**src/rtl/ccr_pkg.sv**
```systemverilog
// Shared encodings for the condition code register unit.
// Assumes a fixed set of three operand sizes, each one twice the previous.
package ccr_pkg;
    localparam int DATA_W = 32;
    localparam int SZ_N   = 3;
    localparam int CCR_W  = 8;

    // register bit positions
    localparam int B_MASK  = 7;
    localparam int B_UMASK = 6;
    localparam int B_HALF  = 5;
    localparam int B_USER  = 4;
    localparam int B_NEG   = 3;
    localparam int B_ZERO  = 2;
    localparam int B_OVF   = 1;
    localparam int B_CARRY = 0;

    typedef enum logic [2:0] {
        OP_ADD  = 3'd0,
        OP_ADDC = 3'd1,
        OP_SUB  = 3'd2,
        OP_SUBC = 3'd3,
        OP_CMP  = 3'd4,
        OP_NEG  = 3'd5
    } alu_op_e;

    typedef enum logic [1:0] {
        SW_LOAD = 2'd0,
        SW_AND  = 2'd1,
        SW_OR   = 2'd2,
        SW_XOR  = 2'd3
    } sw_op_e;

    typedef struct packed {
        logic h;
        logic n;
        logic z;
        logic v;
        logic c;
    } flags_t;
endpackage

```
**src/rtl/ccr_operand_prep.sv**
```systemverilog
// Turns an operation code into adder inputs: every operation becomes
// x + y + cin, with y inverted for the subtracting ones.
// Assumes unknown codes must not touch any state (op_ok low).
module ccr_operand_prep
    import ccr_pkg::*;
#(
    parameter int W = DATA_W
) (
    input  logic [2:0]   op,
    input  logic [W-1:0] a,
    input  logic [W-1:0] b,
    input  logic         carry_flag,
    output logic [W-1:0] x,
    output logic [W-1:0] y,
    output logic         cin,
    output logic         is_sub,
    output logic         chain,
    output logic         op_ok,
    output logic         writes
);
    // Select adder inputs and mode bits for the current operation.
    always_comb begin
        x      = a;
        y      = b;
        cin    = 1'b0;
        is_sub = 1'b0;
        chain  = 1'b0;
        op_ok  = 1'b1;
        case (op)
            OP_ADD: ;
            OP_ADDC: begin
                cin   = carry_flag;
                chain = 1'b1;
            end
            OP_SUB, OP_CMP: begin
                y      = ~b;
                cin    = 1'b1;
                is_sub = 1'b1;
            end
            OP_SUBC: begin
                y      = ~b;
                cin    = ~carry_flag;
                is_sub = 1'b1;
                chain  = 1'b1;
            end
            OP_NEG: begin
                x      = '0;
                y      = ~a;
                cin    = 1'b1;
                is_sub = 1'b1;
            end
            default: op_ok = 1'b0;
        endcase
    end

    // Compare updates flags only; everything else valid writes a result.
    assign writes = op_ok && (op != OP_CMP);
endmodule

```
**src/rtl/ccr_sum_flags.sv**
```systemverilog
// One full-width adder, with result and flag candidates taken at each
// operand size and one picked by the size select. Carries into a bit are
// recovered as x^y^sum at that bit, so upper operand bits never leak in.
// Assumes size codes at or above SZ_N mean the widest size.
module ccr_sum_flags
    import ccr_pkg::*;
#(
    parameter int W = DATA_W
) (
    input  logic [W-1:0] x,
    input  logic [W-1:0] y,
    input  logic         cin,
    input  logic         is_sub,
    input  logic         chain,
    input  logic         z_prev,
    input  logic [1:0]   size,
    output logic [W-1:0] result,
    output flags_t       flags
);
    localparam int IDX_W = $clog2(SZ_N);

    logic [W:0]     xe, ye, sum;
    flags_t         cand  [SZ_N];
    logic [W-1:0]   res_k [SZ_N];
    logic [IDX_W-1:0] idx;

    assign xe  = {1'b0, x};
    assign ye  = {1'b0, y};
    assign sum = xe + ye + {{W{1'b0}}, cin};

    // Per-size carry, half-carry, sign, overflow and zero extraction.
    for (genvar k = 0; k < SZ_N; k++) begin : g_size
        localparam int WK = W >> (SZ_N - 1 - k);
        localparam int HP = WK - 4;
        logic co, ho, zr, ov, z_eff;
        assign co    = xe[WK] ^ ye[WK] ^ sum[WK];
        assign ho    = xe[HP] ^ ye[HP] ^ sum[HP];
        assign zr    = (sum[WK-1:0] == '0);
        assign ov    = (x[WK-1] == y[WK-1]) && (sum[WK-1] != x[WK-1]);
        assign z_eff = chain ? (z_prev & zr) : zr;
        assign cand[k]  = {ho ^ is_sub, sum[WK-1], z_eff, ov, co ^ is_sub};
        assign res_k[k] = W'(sum[WK-1:0]);
    end

    // Clamp out-of-range size codes to the widest size.
    always_comb begin
        if (int'(size) >= SZ_N) idx = IDX_W'(SZ_N - 1);
        else                    idx = size[IDX_W-1:0];
    end

    assign result = res_k[idx];
    assign flags  = cand[idx];
endmodule

```
**src/rtl/ccr_state.sv**
```systemverilog
// The register itself: software writes, flag updates and exception entry.
// Precedence: a software write beats a flag update, and exception entry is
// applied last so the mask bit always ends set.
module ccr_state
    import ccr_pkg::*;
(
    input  logic             clk,
    input  logic             rst_n,
    input  logic             sw_valid,
    input  logic [1:0]       sw_op,
    input  logic [CCR_W-1:0] sw_imm,
    input  logic             exc_entry,
    input  logic             alu_upd,
    input  flags_t           alu_flags,
    output logic [CCR_W-1:0] ccr_q
);
    logic [CCR_W-1:0] nxt;

    // Work out the next register value from all write sources.
    always_comb begin
        nxt = ccr_q;
        if (sw_valid) begin
            case (sw_op)
                SW_LOAD: nxt = sw_imm;
                SW_AND:  nxt = ccr_q & sw_imm;
                SW_OR:   nxt = ccr_q | sw_imm;
                default: nxt = ccr_q ^ sw_imm;
            endcase
        end else if (alu_upd) begin
            nxt[B_HALF]  = alu_flags.h;
            nxt[B_NEG]   = alu_flags.n;
            nxt[B_ZERO]  = alu_flags.z;
            nxt[B_OVF]   = alu_flags.v;
            nxt[B_CARRY] = alu_flags.c;
        end
        if (exc_entry) nxt[B_MASK] = 1'b1;
    end

    // Hold the register; reset leaves only the mask bit set.
    always_ff @(posedge clk) begin
        if (!rst_n) ccr_q <= CCR_W'(1) << B_MASK;
        else        ccr_q <= nxt;
    end

    AST_RESET_MASK: assert property (@(posedge clk) disable iff (!rst_n)
        $rose(rst_n) |-> ccr_q == 8'h80);
    AST_SW_LOAD: assert property (@(posedge clk) disable iff (!rst_n)
        (sw_valid && sw_op == SW_LOAD && !exc_entry) |=> ccr_q == $past(sw_imm));
    AST_EXC_SETS_MASK: assert property (@(posedge clk) disable iff (!rst_n)
        exc_entry |=> ccr_q[B_MASK]);
    AST_ALU_KEEPS_CTRL: assert property (@(posedge clk) disable iff (!rst_n)
        (alu_upd && !sw_valid && !exc_entry) |=>
        (ccr_q[B_MASK] == $past(ccr_q[B_MASK]) && ccr_q[B_UMASK] == $past(ccr_q[B_UMASK])
         && ccr_q[B_USER] == $past(ccr_q[B_USER])));
    AST_IDLE_HOLDS: assert property (@(posedge clk) disable iff (!rst_n)
        (!sw_valid && !alu_upd && !exc_entry) |=> $stable(ccr_q));
endmodule

```
**src/rtl/ccr_irq_gate.sv**
```systemverilog
// Gates each ordinary request line with the mask bit; the non-maskable
// line bypasses the gate. Assumes requests are already synchronous.
module ccr_irq_gate #(
    parameter int N_IRQ = 8
) (
    input  logic             clk,
    input  logic             rst_n,
    input  logic             mask,
    input  logic [N_IRQ-1:0] irq_req,
    input  logic             nmi_req,
    output logic [N_IRQ-1:0] irq_take,
    output logic             nmi_take
);
    // One gate per request line.
    for (genvar i = 0; i < N_IRQ; i++) begin : g_line
        assign irq_take[i] = irq_req[i] & ~mask;
    end

    assign nmi_take = nmi_req;

    AST_IRQ_BLOCKED: assert property (@(posedge clk) disable iff (!rst_n)
        mask |-> irq_take == '0);
    AST_NMI_PASS: assert property (@(posedge clk) disable iff (!rst_n)
        nmi_req |-> nmi_take);
endmodule

```
**src/rtl/ccr_unit.sv**
```systemverilog
// Top of the condition code register unit: operand preparation, the sized
// adder with flag extraction, the register and the interrupt gate.
// Assumes all inputs are synchronous to clk.
module ccr_unit
    import ccr_pkg::*;
#(
    parameter int W     = DATA_W,
    parameter int N_IRQ = 8
) (
    input  logic             clk,
    input  logic             rst_n,
    input  logic             alu_valid,
    input  logic [2:0]       alu_op,
    input  logic [1:0]       alu_size,
    input  logic [W-1:0]     alu_a,
    input  logic [W-1:0]     alu_b,
    input  logic             sw_valid,
    input  logic [1:0]       sw_op,
    input  logic [CCR_W-1:0] sw_imm,
    input  logic             exc_entry,
    input  logic [N_IRQ-1:0] irq_req,
    input  logic             nmi_req,
    output logic [W-1:0]     alu_result,
    output logic             alu_wr,
    output logic [CCR_W-1:0] ccr_q,
    output logic             int_mask,
    output logic [N_IRQ-1:0] irq_take,
    output logic             nmi_take
);
    logic [W-1:0] opx, opy;
    logic         cin, is_sub, chain, op_ok, writes;
    flags_t       flags;

    ccr_operand_prep #(.W(W)) u_prep (
        .op(alu_op), .a(alu_a), .b(alu_b), .carry_flag(ccr_q[B_CARRY]),
        .x(opx), .y(opy), .cin(cin), .is_sub(is_sub), .chain(chain),
        .op_ok(op_ok), .writes(writes)
    );

    ccr_sum_flags #(.W(W)) u_sum (
        .x(opx), .y(opy), .cin(cin), .is_sub(is_sub), .chain(chain),
        .z_prev(ccr_q[B_ZERO]), .size(alu_size),
        .result(alu_result), .flags(flags)
    );

    ccr_state u_state (
        .clk(clk), .rst_n(rst_n), .sw_valid(sw_valid), .sw_op(sw_op),
        .sw_imm(sw_imm), .exc_entry(exc_entry), .alu_upd(alu_valid && op_ok),
        .alu_flags(flags), .ccr_q(ccr_q)
    );

    ccr_irq_gate #(.N_IRQ(N_IRQ)) u_gate (
        .clk(clk), .rst_n(rst_n), .mask(ccr_q[B_MASK]), .irq_req(irq_req),
        .nmi_req(nmi_req), .irq_take(irq_take), .nmi_take(nmi_take)
    );

    assign alu_wr   = alu_valid && writes;
    assign int_mask = ccr_q[B_MASK];

    AST_CMP_NO_WRITE: assert property (@(posedge clk) disable iff (!rst_n)
        (alu_valid && alu_op == 3'd4) |-> !alu_wr);
    AST_BAD_OP_NO_WRITE: assert property (@(posedge clk) disable iff (!rst_n)
        (alu_op[2:1] == 2'b11) |-> !alu_wr);
endmodule

```
**config.mk**
```make
export PLATFORM = sky130hd
export DESIGN_NAME = ccr_unit
export DESIGN_NICKNAME = d
export VERILOG_FILES = /design/src/rtl/ccr_pkg.sv /design/src/rtl/ccr_operand_prep.sv /design/src/rtl/ccr_sum_flags.sv /design/src/rtl/ccr_state.sv /design/src/rtl/ccr_irq_gate.sv /design/src/rtl/ccr_unit.sv
export SDC_FILE = /design/constraint.sdc
export NUM_CORES = 1
export LEC_CHECK = 0
export BUFFER_PORTS_ARGS = -buffer_cell sky130_fd_sc_hd__buf_2
export CORE_UTILIZATION = 45
export DETAILED_ROUTE_END_ITERATION = 16
export PLACE_DENSITY = 0.69
export SYNTH_ARGS = -nofsm -noshare
export SYNTH_HDL_FRONTEND = slang
export SYNTH_SLANG_ARGS = --single-unit
```
**constraint.sdc**
```tcl
create_clock -name clk -period 6.2 [get_ports clk]
set_clock_uncertainty 0.1 [all_clocks]
set_input_delay 0.93 -clock clk [delete_from_list [all_inputs] [get_ports clk]]
set_output_delay 0.93 -clock clk [all_outputs]
set_load 0.02 [all_outputs]
```
==> flow_summary_export.csv <==
group,metric,value,unit
status,status,"completed",
synthesis,synth_common_cells,"nand2_1 (89), mux2i_1 (64), o21ai_0 (55)",
clocking,clock_latency,0.23,ns
sta,fin_crit,5.525,ns
sta,whs,0.4675,ns
setup_path,crit_chain,"buf_2 -> buf_4 -> mux2i_1 -> mux2i_1 -> o21ai_0 -> fa_1 -> a21o_1 -> nand3_1 -> a21oi_2 -> o31ai_2 -> a31oi_1 -> or3_1 -> and3_1 -> buf_2",
run,max_cap_viol_count,0,
synthesis,ys_seq_area_share,3.090,%
sta,setup_ws,0.6752,ns
sta,max_freq,181.0,MHz
sta,tightest_slew,0.6600,ns
clocking,path_clk_slew,0.04,ns
layout,layout.nets,989,
synthesis,syn_area,0.005184,mm2
sta,post-route-period-util,89.11,%
setup_path,crit_arrival,4.49,ns
sta,relSlewSlack,55.66,%
layout,seqCellArea,160.2,um2
grt,busiest_layer,"met2",
setup_path,crit_slowest_cell,"fa_1",
place,port_buffers,141,
clocking,clock_path_buffers,2,
setup_path,path_delay_family,"compound AO/OA/AOI/OAI gates",
synthesis,avgSynthCellArea,6.939,um2
grt,antenna_found_initial,0,
synthesis,yosysTopAreaCell,"mux2i_1",
die,fp.dieH,109.3,um
layout,syn_to_final_growth,15.18,%
synthesis,ys_async_sr_fraction,0,%
setup_path,max_stage_delay,0.51,ns
power,power.density,166.7,mW/mm2
layout,largestRegisters,"u_state.ccr_q x8",
die,die_x,109.3,um
grt,globalRouteMet2Util,39.94,%
synthesis,synth_top_area_share,12.36,%
setup_path,worstPathMaxFanout,23,
clocking,cts_hold_buf,0,
layout,largest_reg_flops,8,
drt,routed_wl,14.54,mm
grt,grt_pass1_wl,23.96,mm
layout,largest-register,"u_state.ccr_q",
layout,multi_input_comb_area,0.004644,mm2
setup_path,critPathBufInv,3,
synthesis,yosys_warnings,0,
grt,grt_pass1_vias,5027,
drt,postRouteAntennaNets,0,
power,vdd_drop_max,0.1217,mV
setup_path,worstPathRequired,5.17,ns
synthesis,yosysUniqueCellTypes,71,
place,hpwl,11.81,mm
sta,setup_violations,0,
setup_path,endpoint_kind,"primary output",
grt,grt-ovfl-total,0,
sta,rsz0062_at_grt,"false",
die,io_pins,144,
drt,via_per_inst,5.721,
grt,track_usage,24.49,%
sta,fin_setup_tns,0,ns
setup_path,critPathLaunchType,"input port",
synthesis,synth_nets,890,
synthesis,synthTopCellsByArea,"mux2i_1 (12%), ha_1 (12%), xnor2_1 (7.4%)",
layout,num_antenna_cells,0,
clocking,cts_tree,"yes",
drt,vias,5629,
layout,nFillCells,1134,
setup_path,worstSetupPathType,"in2out",
clocking,htreeDepth,1,
grt,grt_max_degree,66,
die,core_area,0.01103,mm2
grt,grt_use_met1,34.37,%
clocking,cts-resized-gates,0,
drt,avgRoutedWirePerCell,14.78,um
die,initial_core_util,46.99,%
hold_path,hold_class,"reg2reg",
clocking,cts.sinks,8,
synthesis,yosysMostFrequentCell,"nand2_1",
die,die-area,0.01195,mm2
drt,first_pass_iters,5,
power,leakagePower,2.875,nW
drt,drt_iter0_markers,370,
place,gp_congestion,0.9345,
synthesis,synth_edf_count,0,
place,preCtsSetupSlack,0.6258,ns
layout,layout-drive-gt1-share,20.73,%
grt,grt_use_met3,2.430,%
sta,drv_slew,0,
clocking,cts_root_buf,"clkbuf_16",
synthesis,postSynthCellCount,747,
sta,hold_viol,0,
die,rows,38,
synthesis,synthFlopType,"dfxtp_1",
clocking,cts_setup_buffers,0,
clocking,numCtsBuffers,3,
drt,drcViolationCount,0,
power,p_total,0.9954,mW
synthesis,synth_seq_cells,8,
-- where the power goes --
group	switching, mW	leakage [nW]	internal [mW]
Clock	0.0258	0.0370	0.0832
Sequential	0.00503	0.0660	0.0562
Combinational	0.501	2.77	0.324
-- cells in the final DEF (no fill, tap or decap), types with 13 or more instances in the layout --
cell	netlist	final
mux2i_1	64	64
ha_1	48	48
inv_1	35	35
a21o_1	16	16
nor2_1	29	29
xnor2_1	44	44
buf_2	6	140
a21oi_1	37	37
nand3_1	15	15
nor3_1	16	16
o21ai_0	55	55
nand2_1	89	89
nor2b_1	13	13
and2_1	41	41
xor2_1	15	15
-- layer usage --
layer,up-vias,part of all wire (%)
met5,-,0
met4,0,2.0
met3,23,7.2
met2,203,43
met1,2520,48
li1,2883,-
-- through the flow --
step	instances	utilization (%)	area (um2)
floorplan	747	-	5184
global placement	981	53.45	5896
detailed placement	981	53.45	5896
CTS	984	54.13	5971
global route	984	54.13	5971
finish	984	54.13	5971
-- area by class of cell --
class                      count  share of cell area (%)
multi-input combinational    648                   77.79
inverter                      36                   2.263
tap                          140                   2.934
sequential                     8                   2.682
timing repair buffer         149                   13.08
clock buffer                   3                   1.257
-- cells by family after synthesis --
group | Yosys count | synth area share [%]
AND/OR/NAND/NOR | 271 | 26.84
AO/OA/AOI/OAI | 196 | 25.25
buffers and inverters | 91 | 7.314
multiplexers | 72 | 15.18
XOR/XNOR | 59 | 9.969
adder cells (fa/ha/maj) | 50 | 12.36
flip-flops | 8 | 3.089
-- worst min-delay path: cells and delay by family (launching register included) --
| family | cells | cell delay [ns] |
|---|---|---|
| multiplexers | 1 | 0.13 |
| flip-flops | 1 | 0.33 |
| AND/OR/NAND/NOR | 1 | 0.06 |
-- worst paths after layout --
path | startpoint | to | slack (ns) | depth (start not counted)
max | alu_op[0] | alu_result[20] | 0.68 | 14
min | u_state.ccr_q[6] | u_state.ccr_q[6] | 0.47 | 2
max reg2reg | u_state.ccr_q[0] | u_state.ccr_q[2] | 2.16 | 14
min reg2reg | u_state.ccr_q[6] | u_state.ccr_q[6] | 0.47 | 2
Note: power is estimated with default switching activity, not from simulation.
